<file path="config.mk">
export PLATFORM = sky130hd
export DESIGN_NAME = fcap_frame_store
export DESIGN_NICKNAME = d
export VERILOG_FILES = /design/src/rtl/fcap_pkg.sv /design/src/rtl/fcap_bank_decode.sv /design/src/rtl/fcap_seq_ctrl.sv /design/src/rtl/fcap_frame_store.sv
export SDC_FILE = /design/constraint.sdc
export NUM_CORES = 1
export LEC_CHECK = 0
export BUFFER_PORTS_ARGS = -buffer_cell sky130_fd_sc_hd__buf_2
export CAP_MARGIN = 10
export CORE_UTILIZATION = 35
export CTS_CLUSTER_DIAMETER = 60
export CTS_CLUSTER_SIZE = 28
export DETAILED_ROUTE_END_ITERATION = 8
export GPL_ROUTABILITY_DRIVEN = 0
export GPL_TIMING_DRIVEN = 0
export PLACE_DENSITY = 0.63
export SYNTH_ARGS = -nofsm -noshare
export SYNTH_HDL_FRONTEND = slang
export SYNTH_SLANG_ARGS = --single-unit
</file>
<file path="constraint.sdc">
create_clock -name clk -period 4 [get_ports clk]
set_input_delay 0.4 -clock clk [delete_from_list [all_inputs] [get_ports clk]]
set_output_delay 0.4 -clock clk [all_outputs]
set_load 0.05 [all_outputs]
</file>
<file path="src/rtl/fcap_pkg.sv">
package fcap_pkg;

    typedef enum logic [2:0] {
        ST_IDLE,
        ST_CAPT,
        ST_FULL,
        ST_RD_ISSUE,
        ST_RD_CAP,
        ST_RD_HOLD
    } fcap_state_e;

endpackage

</file>
<file path="src/rtl/fcap_bank_decode.sv">
module fcap_bank_decode #(
    parameter int NUM_BANKS = 6,
    parameter int BANK_AW   = 20,
    parameter int BSEL_W    = 3,
    parameter int LIN_W     = BANK_AW + BSEL_W
) (
    input  logic                 en,
    input  logic [LIN_W-1:0]     lin_addr,
    output logic [NUM_BANKS-1:0] ce,
    output logic [BANK_AW-1:0]   addr
);

    logic [BSEL_W-1:0] bank_sel;

    assign bank_sel = lin_addr[LIN_W-1:BANK_AW];
    assign addr     = lin_addr[BANK_AW-1:0];

    for (genvar b = 0; b < NUM_BANKS; b++) begin : g_bank
        assign ce[b] = en && (bank_sel == BSEL_W'(b));
    end

endmodule

</file>
<file path="src/rtl/fcap_seq_ctrl.sv">
module fcap_seq_ctrl
    import fcap_pkg::*;
#(
    parameter int DATA_W      = 16,
    parameter int LIN_W       = 23,
    parameter int FRAME_WORDS = 2048 * 2148
) (
    input  logic              clk,
    input  logic              rst_n,
    input  logic              sof,
    input  logic              eof,
    input  logic              adc_valid,
    input  logic              rd_req,
    input  logic              out_ready,
    input  logic [DATA_W-1:0] mem_rdata,
    output logic [LIN_W-1:0]  lin_addr,
    output logic              mem_en,
    output logic              mem_we,
    output logic              frame_ready,
    output logic              overrun,
    output logic              out_valid,
    output logic [DATA_W-1:0] out_data
);

    localparam logic [LIN_W-1:0] LAST_WORD = LIN_W'(FRAME_WORDS - 1);

    typedef struct packed {
        fcap_state_e       st;
        logic [LIN_W-1:0]  ptr;
        logic              ready;
        logic              ovr;
        logic              ovalid;
        logic [DATA_W-1:0] odata;
    } regs_t;

    localparam regs_t RST_VAL = '{
        st:     ST_IDLE,
        ptr:    '0,
        ready:  1'b0,
        ovr:    1'b0,
        ovalid: 1'b0,
        odata:  '0
    };

    regs_t r_q, r_d;

    always_comb begin
        r_d    = r_q;
        mem_en = 1'b0;
        mem_we = 1'b0;
        unique case (r_q.st)
            ST_IDLE: begin
                if (sof) begin
                    r_d.st  = ST_CAPT;
                    r_d.ptr = '0;
                    r_d.ovr = 1'b0;
                end
            end
            ST_CAPT: begin
                if (sof) begin
                    r_d.ptr = '0;
                    r_d.ovr = 1'b0;
                end else if (adc_valid) begin
                    mem_en = 1'b1;
                    mem_we = 1'b1;
                    if (r_q.ptr == LAST_WORD) begin
                        r_d.st    = ST_FULL;
                        r_d.ready = 1'b1;
                        r_d.ptr   = '0;
                    end else begin
                        r_d.ptr = r_q.ptr + 1'b1;
                        if (eof) begin
                            r_d.st = ST_IDLE;
                        end
                    end
                end else if (eof) begin
                    r_d.st = ST_IDLE;
                end
            end
            ST_FULL: begin
                if (rd_req) begin
                    r_d.st  = ST_RD_ISSUE;
                    r_d.ptr = '0;
                end
            end
            ST_RD_ISSUE: begin
                mem_en = 1'b1;
                r_d.st = ST_RD_CAP;
            end
            ST_RD_CAP: begin
                r_d.odata  = mem_rdata;
                r_d.ovalid = 1'b1;
                r_d.st     = ST_RD_HOLD;
            end
            ST_RD_HOLD: begin
                if (out_ready) begin
                    r_d.ovalid = 1'b0;
                    if (r_q.ptr == LAST_WORD) begin
                        r_d.ready = 1'b0;
                        r_d.st    = ST_IDLE;
                    end else begin
                        r_d.ptr = r_q.ptr + 1'b1;
                        r_d.st  = ST_RD_ISSUE;
                    end
                end
            end
            default: r_d.st = ST_IDLE;
        endcase
        if (sof && r_q.ready) begin
            r_d.ovr = 1'b1;
        end
    end

    always_ff @(posedge clk) begin
        if (!rst_n) begin
            r_q <= RST_VAL;
        end else begin
            r_q <= r_d;
        end
    end

    assign lin_addr    = r_q.ptr;
    assign frame_ready = r_q.ready;
    assign overrun     = r_q.ovr;
    assign out_valid   = r_q.ovalid;
    assign out_data    = r_q.odata;

endmodule

</file>
<file path="src/rtl/fcap_frame_store.sv">
module fcap_frame_store #(
    parameter int DATA_W    = 16,
    parameter int NUM_BANKS = 6,
    parameter int BANK_AW   = 20,
    parameter int ROWS      = 2048,
    parameter int COLS      = 2148
) (
    input  logic                 clk,
    input  logic                 rst_n,
    input  logic                 sof,
    input  logic                 eof,
    input  logic                 adc_valid,
    input  logic [DATA_W-1:0]    adc_data,
    input  logic                 rd_req,
    input  logic                 out_ready,
    output logic                 out_valid,
    output logic [DATA_W-1:0]    out_data,
    output logic                 frame_ready,
    output logic                 overrun,
    output logic [NUM_BANKS-1:0] mem_ce,
    output logic                 mem_we,
    output logic [BANK_AW-1:0]   mem_addr,
    output logic [DATA_W-1:0]    mem_wdata,
    input  logic [DATA_W-1:0]    mem_rdata
);

    localparam int FRAME_WORDS = ROWS * COLS;
    localparam int BSEL_W      = (NUM_BANKS > 1) ? $clog2(NUM_BANKS) : 1;
    localparam int LIN_W       = BANK_AW + BSEL_W;

    logic [LIN_W-1:0] lin_addr;
    logic             mem_en;

    fcap_seq_ctrl #(
        .DATA_W      (DATA_W),
        .LIN_W       (LIN_W),
        .FRAME_WORDS (FRAME_WORDS)
    ) u_ctrl (
        .clk         (clk),
        .rst_n       (rst_n),
        .sof         (sof),
        .eof         (eof),
        .adc_valid   (adc_valid),
        .rd_req      (rd_req),
        .out_ready   (out_ready),
        .mem_rdata   (mem_rdata),
        .lin_addr    (lin_addr),
        .mem_en      (mem_en),
        .mem_we      (mem_we),
        .frame_ready (frame_ready),
        .overrun     (overrun),
        .out_valid   (out_valid),
        .out_data    (out_data)
    );

    fcap_bank_decode #(
        .NUM_BANKS (NUM_BANKS),
        .BANK_AW   (BANK_AW),
        .BSEL_W    (BSEL_W),
        .LIN_W     (LIN_W)
    ) u_decode (
        .en       (mem_en),
        .lin_addr (lin_addr),
        .ce       (mem_ce),
        .addr     (mem_addr)
    );

    assign mem_wdata = adc_data;

endmodule

</file>
==> impl_results.md, run 1 <==
- CTS Root Cell: clkbuf_8
- Die height: between 90 and 100 um
- Worst min path class: primary input to register
- H-tree levels: 2
- Die Width: 92.80 um
- Post-Syn Area: about 2900 um^2
- Async set or reset register ratio after synthesis: 0%
- Setup TNS: 0 ns
- Grt total ovfl: 0
- Synth warnings: 0
- Worst path slowest cell: or3b_2
- Crit path cell chain: clkbuf_1, nor2b_1, or3b_2, nor3b_1, buf_2
- EDFF count, synth: 0
- #FFs+latches synth: 45
- Worst-case reg-to-reg path depth: 7
- Clk slew on worst S/H paths: ~0.09 ns
- Hold path start: mem_rdata[11]
- Comb pwr share: about 16%
- Hpwl dp: around 5300 um
- Largest net degree at the start of global routing: 16
- Overall Global Routing Usage: ~16%
- Syn_nets: approximately 400
- Power density over the cells: ~270 nW/um^2
- Clk pwr share: between 30% and 40%
- Synthesized instance count: roughly 360
- DIE AREA: between 8000 and 9000 um^2
- Antenna-violating nets left: 0
- TritonCTS clock tree: done
- Placed Area: 3423 um^2
- DRT Pass-1 Iters: 4
- Worst-Margin Slew: between 0.8 and 0.9 ns
- Num ports: between 100 and 150
- Critical Path Start Type: register
- DRT Wirelength: just over 7000 um
- Post-CTS setup buffer count: 0
- Via count: between 2k and 3k
- Port buffer count: 82
- Clock Latency Late Sink: 0.30 ns
- N_diodes: 0
- Max-slew headroom: between 40% and 50%
- Number of global-route vias before repair: 2,458
- Drt via density: 4.948
- Area leader, netlist: dfxtp_1
- Syn Area/Cell: about 8 um^2
- Top cell type's share of synthesized area: a little under a third
- Hold depth: 3
- Post-Layout Inst Area: roughly 3500 um^2
- Row Count: 32
- Status: finished clean
- Clock buffer depth: 2
- Cell variety after synth: 54
- Max Clock Skew: 0.005956 ns
- Synth Flop Type: dfxtp_1
- Crit-path max FO: 10
- Clock Sinks: 45
- Crit path max-delay family: simple AND/OR/NAND/NOR gates
- Post_cts resized: 0
- NetSw: between 200 and 300 uW
- Initial antenna violation count: 0
- Crit Path Class: register to primary output
- Worst Path Required: roughly 3.6 ns
- Global-route wire length before repair: 11,500 um
- Area growth, synth to finish: 22.64%
- CTS buffer count: 5
- Smallest hold slack: about 0.34 ns
- Internal: 692.6 uW
- Final hold violations: 0
- CP Capture Type: primary output
- Residual DRC: 0
- Share of layout cells above drive strength 1: ~35%
- WP buf/inv: 2
- Sw Ratio: roughly 28%
- Filler instances: ~820
- Slew Viols, Final: 0
- Peak VDD IR: approximately 0.17 mV
- Final net count: slightly below 500
- Initial core utilization: between 30% and 40%
- Crit path time final: 2.817 ns
- RSZ-0062 raised after global routing: no
- # setup viols final: 0
- Crit Reg-Reg Endpoint: u_ctrl.lin_addr[19]
- Number of max-cap violations: 0
- Hold buffers post-CTS: 0
- P_leak: ~1.7 nW
- R2R Setup Slk: between 1 and 1.5 ns
- Reg2reg start: u_ctrl.lin_addr[9]
- DR WL/cell: approximately 13 um
- Top post-synthesis cells by area: dfxtp_1, buf_4, nand2_1
- Sequential share of power: 47.2%
- Hold Crit Endpoint: u_ctrl.out_data[11]
- FMAX: between 300 and 400 MHz
- Core ar.: around 8000 um^2
- CP Depth: 5
- Arr. time, crit path: ~2.4 ns
- Tcrit/Tclk final: slightly above 70%
- First DRT Iteration DRCs: 105
- Seq/Total Area, Yosys: a little under a third
- Max stage delay on crit path: approximately 0.53 ns
## through the flow
| stage | util (%) | total power [mW] | std cells | setup WS, ns |
|---|---|---|---|---|
| finish | 45.09 | 0.9621 | 554 | 1.183 |
| global route | 45.09 | 1.011 | 554 | 1.076 |
| CTS | 45.09 | 0.9753 | 554 | 1.173 |
| detailed placement | 43.62 | 0.6193 | 546 | 1.354 |
| global placement | 43.62 | 0.6191 | 546 | 1.343 |
| floorplan | - | 0.5787 | 362 | 1.048 |
## tightest hold or removal path: stages
cell and delay, ns:
buf_2 0.10, nand2_1 0.04, a21boi_0 0.06
## cell families (layout without fill, tap and decap cells)
| kind of cell | Yosys count | after routing | synth area share, % |
|---|---|---|---|
| AO/OA/AOI/OAI | 66 | 66 | 19.30 |
| XOR/XNOR | 2 | 2 | 0.6072 |
| adder cells (fa/ha/maj) | 1 | 1 | 0.4336 |
| buffers and inverters | 83 | 173 | 18.52 |
| flip-flops | 45 | 45 | 31.22 |
| AND/OR/NAND/NOR | 165 | 165 | 29.92 |
## Yosys cell counts, drive strengths merged (2+ instances only)
| cell | instances |
|---|---|
| nor4 | 3 |
| nand3 | 21 |
| clkbuf | 18 |
| a211o | 13 |
| dfxtp | 45 |
| nand3b | 2 |
| nor3 | 16 |
| nand2b | 6 |
| or4 | 4 |
| buf | 59 |
| o31ai | 4 |
| o211ai | 2 |
| a21oi | 3 |
| a21boi | 17 |
| o31a | 2 |
| o21ai | 3 |
| nor3b | 5 |
| nand4 | 6 |
| o211a | 2 |
| o311ai | 2 |
| nand2 | 57 |
| a211oi | 2 |
| a22oi | 3 |
| o2111a | 2 |
| inv | 6 |
| xnor2 | 2 |
| nor2b | 10 |
| and3 | 8 |
| and4 | 3 |
| or3b | 3 |
| o22ai | 2 |
| nor4b | 3 |
| and2 | 4 |
| nor2 | 11 |
## power groups by stage
stage          logic (mW)  registers, mW  clock network [mW]
4_1_cts             0.155          0.454               0.366
3_5_place_dp        0.155          0.465                   0
3_3_place_gp        0.155          0.464                   0
6_report            0.155          0.454               0.353
5_1_grt             0.166          0.455               0.390
2_1_floorplan       0.115          0.463                   0
## how the worst max path moves through the flow
| stage | from | end | slack (ns) |
|---|---|---|---|
| final | u_ctrl.r_q[42] | mem_ce[2] | 1.18 |
| after global routing | u_ctrl.r_q[42] | mem_ce[2] | 1.08 |
| after CTS | u_ctrl.r_q[42] | mem_ce[2] | 1.17 |
| after global placement | u_ctrl.lin_addr[9] | u_ctrl.lin_addr[19] | 1.34 |
| after floorplan | u_ctrl.r_q[42] | mem_ce[2] | 1.05 |
| after detailed placement | u_ctrl.lin_addr[9] | u_ctrl.lin_addr[19] | 1.35 |
## registers in the layout, summed over array words and instances, names as in the netlist
| register | cells |
|---|---|
| u_ctrl.lin_addr | 23 |
| u_ctrl.out_data | 16 |
| u_ctrl.r_q | 3 |
| u_ctrl.frame_ready | 1 |
| u_ctrl.overrun | 1 |
| u_ctrl.out_valid | 1 |
## final cells by class
class,instances,area (um^2),share of cell area (%)
flip-flops and latches,45,900.9,25.46
well taps,102,127.6,3.607
multi-input cells,234,1450,40.98
clock inverters,3,46.29,1.308
inverters,6,22.52,0.6365
clock buffers,5,68.82,1.945
plain buffers,77,511.7,14.46
repair buffers,82,410.4,11.60
## placed cells by master, fill, tap and decap left out, types with 10 or more instances in the layout
cell type	Yosys	routed
nand2_1	57	57
buf_4	55	55
nor2b_1	10	10
nor3_1	16	16
a211o_1	13	13
nand3_1	21	21
nor2_1	11	11
buf_2	1	83
a21boi_0	17	17
dfxtp_1	45	45
clkbuf_1	18	18
## metal layers
layer  wire, um  track usage [%]  share of wire (%)  vias to the layer above
met3        444            2.791                6.2                        7
met2       3248            28.37                 46                       96
met1       3356            21.23                 47                     1226
met4         66            3.718               0.93                        0
met5          0                0                  0                        -
li1           -                -                  -                     1412
Power figures use the tool's default switching activity.
==> run 2, diff against run 1 <==
- clock period: 4 -> 2.6 ns (I/O delays scaled with it)
==> impl_results.md, run 2 (synthesized netlist as in run 1, its figures left out) <==
- Hpwl dp: 5218 um (was 5275 um)
- Crit path time final: approximately 2.5 ns
- Number of global-route vias before repair: 2,465 (was 2,458)
- Commonest non-fill, non-tap cell in the layout: buf_2 (unchanged)
- Final net count: 491 (unchanged)
- Share of layout cells above drive strength 1: 36.73% (was 34.51%)
- Hold buffers post-CTS: 0 (unchanged)
- Die Width: 92.80 um (unchanged)
- Hold depth: 3 (unchanged)
- Worst-case reg-to-reg path depth: 6 (was 7)
- Highest-count cells in the layout ignoring fill and taps: buf_2, buf_4, nand2_1 (was buf_2, nand2_1, buf_4)
- Power density over the cells: 394.2 nW/um^2 (was 271.9 nW/um^2)
- Final hold violations: 0 (unchanged)
- TritonCTS clock tree: done (unchanged)
- Core ar.: 7848 um^2 (unchanged)
- Largest net degree at the start of global routing: 16 (unchanged)
- Register area: 903.4 um^2 (was 900.9 um^2)
- Worst min path class: primary input to register (unchanged)
- Antenna-violating nets left: 0 (unchanged)
- Critical Path Start Type: register (unchanged)
- Initial antenna violation count: 0 (unchanged)
- Clk slew on worst S/H paths: 0.10 ns (was 0.09 ns)
- Status: finished clean (unchanged)
- Drt via density: 4.969 (was 4.948)
- Overall Global Routing Usage: 16.70% (was 16.43%)
- Die height: 92.80 um (unchanged)
- Grt total ovfl: 0 (unchanged)
- Port buffer count: 82 (unchanged)
- Global-route wire length before repair: 11,730 um (was 11,500 um)
- DRT Wirelength: 7126 um (was 7115 um)
- Placed Cells: 546 (unchanged)
- Clock buffer depth: 2 (unchanged)
- # setup viols final: 0 (unchanged)
- Hold Crit Endpoint: u_ctrl.out_data[4] (was u_ctrl.out_data[11])
- RSZ-0062 raised after global routing: no (unchanged)
- Final Power: 1.402 mW (was 962.1 uW)
- Clock Sinks: 45 (unchanged)
- P_leak: 1.691 nW (was 1.663 nW)
- Worst Path Required: 2.79 ns (was 3.60 ns)
- Tcrit/Tclk final: a little over nine tenths
- Num ports: 101 (unchanged)
- Max-slew headroom: 46.75% (was 43.45%)
- CTS buffer count: 5 (unchanged)
- DRT Pass-1 Iters: 4 (unchanged)
- Peak VDD IR: 0.1957 mV (was 0.1698 mV)
- CP Capture Type: register (was primary output)
- Initial core utilization: 36.77% (unchanged)
- Reg2reg start: u_ctrl.lin_addr[14] (was u_ctrl.lin_addr[9])
- Worst-Margin Slew: 0.7927 ns (was 0.8418 ns)
- Largest register FFs: 23 (unchanged)
- Slew Viols, Final: 0 (unchanged)
- Hold path start: mem_rdata[4] (was mem_rdata[11])
- Post-layout util: 45.31% (was 45.09%)
- Crit Reg-Reg Endpoint: u_ctrl.lin_addr[2] (was u_ctrl.lin_addr[19])
- Setup TNS: 0 ns (unchanged)
- DIE AREA: 8611 um^2 (unchanged)
- Multi-input gate area: 1471 um^2 (was 1450 um^2)
- Clock Latency Late Sink: 0.30 ns (about the same)
- H-tree levels: 2 (unchanged)
- Crit-path max FO: 10 (unchanged)
- DR WL/cell: 12.86 um (was 12.84 um)
- Post-route insts no fill: 554 (unchanged)
- Filler instances: 803 (was 816)
- First DRT Iteration DRCs: 87 (was 105)
- Max Clock Skew: 0.007794 ns (was 0.005956 ns)
- N_diodes: 0 (unchanged)
- Row Count: 32 (unchanged)
- Number of max-cap violations: 0 (unchanged)
- FMAX: 396.0 MHz
- Area growth, synth to finish: 23.24% (was 22.64%)
- Via count: 2,753 (was 2,741)
- Smallest hold slack: 0.1960 ns (was 0.3403 ns)
- Crit Path Class: register to register (was register to primary output)
- R2R Setup Slk: 0.07 ns (was 1.31 ns)
- Residual DRC: 0 (unchanged)
- CTS Root Cell: clkbuf_8 (unchanged)
- Arr. time, crit path: 2.72 ns (was 2.42 ns)
[run 2: cell types whose count changed in the layout (fill, tap and decap cells not counted), sizes merged]
cell,change
buf,+3
clkbuf,-3
bufinv,-1
inv,+1
[run 2: where the power goes]
| group | leakage, nW | total (mW) | internal, mW | switching (mW) |
|---|---|---|---|---|
| clock | 0.0445 | 0.454 | 0.191 | 0.263 |
| combinational | 1.28 | 0.247 | 0.0933 | 0.153 |
| sequential | 0.363 | 0.701 | 0.693 | 0.00811 |
[run 2: through the flow]
step	cell area, um^2	setup slack, ns
2_1_floorplan	2895	0.2340
3_3_place_gp	3433	-0.04490
3_5_place_dp	3433	-0.03413
4_1_cts	3537	0.03170
5_1_grt	3556	0.01115
6_report	3556	0.07495
[run 2: critical path, cell delays in order, from the launching register on]
cell	delay (ns)
dfxtp_1	0.38
or4_1	0.51
or4_4	0.59
o311a_1	0.37
buf_6	0.17
and4b_1	0.18
a211o_1	0.22
[run 2: layer usage]
metal  track usage, %  wire length (um)  up-vias
met5                0                 0        -
met4            3.718                37        0
met3            3.038               464        4
met2            27.45              3237       99
met1            22.60              3387     1240
li1                 -                 -     1410
[run 2: what timing repair did]
action	4_1_cts	5_1_grt
setup endpoints to repair	10	24
pin swaps	0	2
resized for setup	4	6
setup buffers	0	3
[run 2: final cells by class]
cell class	instances	share of cell area (%)
multi-input combinational	234	41.38
clock inverter	3	0.5982
tap	102	3.589
inverter	6	0.6334
buffer	74	14.22
clock buffer	5	1.935
sequential	45	25.40
timing repair buffer	85	12.24
[run 2: how the worst max path moves through the flow]
stage / end / cells past startpoint / from / slack, ns
after floorplan: u_ctrl.lin_addr[2] / 6 / u_ctrl.lin_addr[13] / 0.23
after global placement: u_ctrl.lin_addr[19] / 6 / u_ctrl.lin_addr[13] / -0.04
after detailed placement: u_ctrl.lin_addr[19] / 7 / u_ctrl.lin_addr[20] / -0.03
after CTS: u_ctrl.lin_addr[21] / 8 / u_ctrl.lin_addr[20] / 0.03
after global routing: u_ctrl.lin_addr[2] / 6 / u_ctrl.lin_addr[14] / 0.01
final: u_ctrl.lin_addr[2] / 6 / u_ctrl.lin_addr[14] / 0.07
==> run 3, diff against run 2 <==
- CORE_UTILIZATION: 35 -> 50
- PLACE_DENSITY: 0.63 -> 0.84
==> impl_results.md, run 3 (synthesized netlist as in run 1, its figures left out) <==
- Overall Global Routing Usage: 22.49% (was 16.70%)
- CTS buffer count: 5 (unchanged)
- FMAX: 397.2 MHz (was 396.0 MHz)
- Clock Sinks: 45 (unchanged)
- Clock Latency Late Sink: 0.31 ns (was 0.30 ns)
- Area growth, synth to finish: 22.25% (was 23.24%)
- N_diodes: 0 (unchanged)
- First DRT Iteration DRCs: 162 (was 87)
- Reg2reg start: u_ctrl.lin_addr[21] (was u_ctrl.lin_addr[14])
- Placed Area: 3396 um^2 (was 3433 um^2)
- Highest-count cells in the layout ignoring fill and taps: buf_2, nand2_1, buf_4 (was buf_2, buf_4, nand2_1)
- Initial core utilization: 52.08% (was 36.77%)
- Die height: 77.97 um (was 92.80 um)
- Setup TNS: 0 ns (unchanged)
- Crit path time final: 2.518 ns (was 2.525 ns)
- Commonest non-fill, non-tap cell in the layout: buf_2 (unchanged)
- Clock buffer depth: 2 (unchanged)
- Residual DRC: 0 (unchanged)
- DRT Pass-1 Iters: 5 (was 4)
- NetSw: 407.2 uW (was 424.3 uW)
- Sw Ratio: 27.55% (was 30.27%)
- Row Count: 27 (was 32)
- Internal: 1.071 mW (was 977.5 uW)
- Crit Reg-Reg Endpoint: u_ctrl.lin_addr[15] (was u_ctrl.lin_addr[2])
- Number of max-cap violations: 0 (unchanged)
- Clk slew on worst S/H paths: 0.09 ns (was 0.10 ns)
- Initial antenna violation count: 0 (unchanged)
- Final hold violations: 0 (unchanged)
- Crit-path max FO: 10 (unchanged)
- Final worst slack: 0.08207 ns (was 0.07495 ns)
- Worst-Margin Slew: 0.8431 ns (was 0.7927 ns)
- H-tree levels: 2 (unchanged)
- CTS Root Cell: clkbuf_8 (unchanged)
- Die Width: 77.97 um (was 92.80 um)
- DRT Wirelength: 6951 um (was 7126 um)
- Smallest hold slack: 0.1946 ns (was 0.1960 ns)
- Setup crit start: u_ctrl.lin_addr[21] (was u_ctrl.lin_addr[14])
- Largest register FFs: 23 (unchanged)
- Final Power: 1.478 mW (was 1.402 mW)
- CP Capture Type: register (unchanged)
- Hold buffers post-CTS: 0 (unchanged)
- Num ports: 101 (unchanged)
- DIE AREA: 6079 um^2 (was 8611 um^2)
- Hold path start: mem_rdata[15] (was mem_rdata[4])
- Grt total ovfl: 0 (unchanged)
- Arr. time, crit path: 2.77 ns (was 2.72 ns)
- Clk pwr share: 36.0% (was 32.4%)
- Slew Viols, Final: 0 (unchanged)
- Worst Path Required: 2.85 ns (was 2.79 ns)
- Worst-case reg-to-reg path depth: 7 (was 6)
- Share of layout cells above drive strength 1: 35.92% (was 36.73%)
- Worst min path class: primary input to register (unchanged)
- Hold Crit Endpoint: u_ctrl.out_data[15] (was u_ctrl.out_data[4])
- Power density over the cells: 419.1 nW/um^2 (was 394.2 nW/um^2)
- Port buffer count: 82 (unchanged)
- R2R Setup Slk: 0.08 ns (was 0.07 ns)
- Core ar.: 5540 um^2 (was 7848 um^2)
- Hpwl dp: 4911 um (was 5218 um)
- Antenna-violating nets left: 0 (unchanged)
- Drt via density: 5.503 (was 4.969)
- Post-Layout Inst Area: 3527 um^2 (was 3556 um^2)
- Via count: 2,878 (was 2,753)
- Number of global-route vias before repair: 2,539 (was 2,465)
- Global-route wire length before repair: 11,140 um (was 11,730 um)
- DR WL/cell: 13.29 um (was 12.86 um)
- Status: finished clean (unchanged)
- Max Clock Skew: 0.01211 ns (was 0.007794 ns)
- Largest net degree at the start of global routing: 15 (was 16)
- Final net count: 490 (was 491)
- Hold depth: 3 (unchanged)
- Tcrit/Tclk final: 96.84% (was 97.12%)
- Critical Path Start Type: register (unchanged)
- P_leak: 1.693 nW (was 1.691 nW)
- Peak VDD IR: 0.2535 mV (was 0.1957 mV)
- Max-slew headroom: 43.36% (was 46.75%)
- Crit Path Class: register to register (unchanged)
- Pre-CTS WS: -0.02158 ns (was -0.03413 ns)
- Sequential share of power: 47.3% (was 50.0%)
- # setup viols final: 0 (unchanged)
- TritonCTS clock tree: done (unchanged)
- Comb pwr share: 16.6% (was 17.6%)
[run 3: changes by cell type in the layout (fill, tap and decap cells not counted), sizes merged]
cell	delta
buf	-4
clkbuf	+4
bufinv	+1
clkinvlp	-1
inv	-1
[run 3: power groups by stage]
stage          clock, mW  sequential [mW]  combinational, mW
6_report           0.533            0.700              0.246
5_1_grt            0.569            0.701              0.260
4_1_cts            0.543            0.699              0.239
3_5_place_dp           0            0.715              0.236
3_3_place_gp           0            0.715              0.233
2_1_floorplan          0            0.713              0.178
[run 3: layout make-up]
class                           count  area (um^2)
Buffer                             75        509.2
Clock buffer                        6        72.57
Clock inverter                      2        38.79
Fill cell                         503         2013
Inverter                            6        22.52
Multi-Input combinational cell    234         1471
Sequential cell                    45        902.1
Tap cell                           72        90.09
Timing Repair Buffer               83        420.4
[run 3: metrics by stage]
step | utilization, % | instances
after floorplan | - | 362
after global routing | 63.66 | 523
final | 63.66 | 523
after detailed placement | 61.29 | 516
after global placement | 61.29 | 516
after CTS | 63.53 | 524
[run 3: worst max-delay path, cell delays in order (launching register included)]
cell and delay [ns]:
dfxtp_1 0.30, clkbuf_1 0.19, or3b_1 0.40, or4_4 0.56
o311ai_4 0.39, buf_4 0.26, nand2_1 0.10, o2bb2a_1 0.27
[run 3: routing by layer]
layer,vias to the layer above,track usage (%),routed length (um)
li1,1406,-,-
met1,1324,27.55,2964
met2,137,39.12,3307
met3,11,4.353,593
met4,0,7.778,86
met5,-,0,0
[run 3: repair_timing]
action                     4_1_cts  5_1_grt
pin swaps                        0        2
buffers inserted                 0        1
setup endpoints to repair        5       19
resized for setup                3        5
[run 3: how the worst max path moves through the flow]
stage / end / cells after the start
2_1_floorplan: u_ctrl.lin_addr[2] / 6
3_3_place_gp: u_ctrl.lin_addr[19] / 7
3_5_place_dp: u_ctrl.lin_addr[19] / 7
4_1_cts: u_ctrl.lin_addr[15] / 7
5_1_grt: mem_ce[2] / 6
6_report: u_ctrl.lin_addr[15] / 7
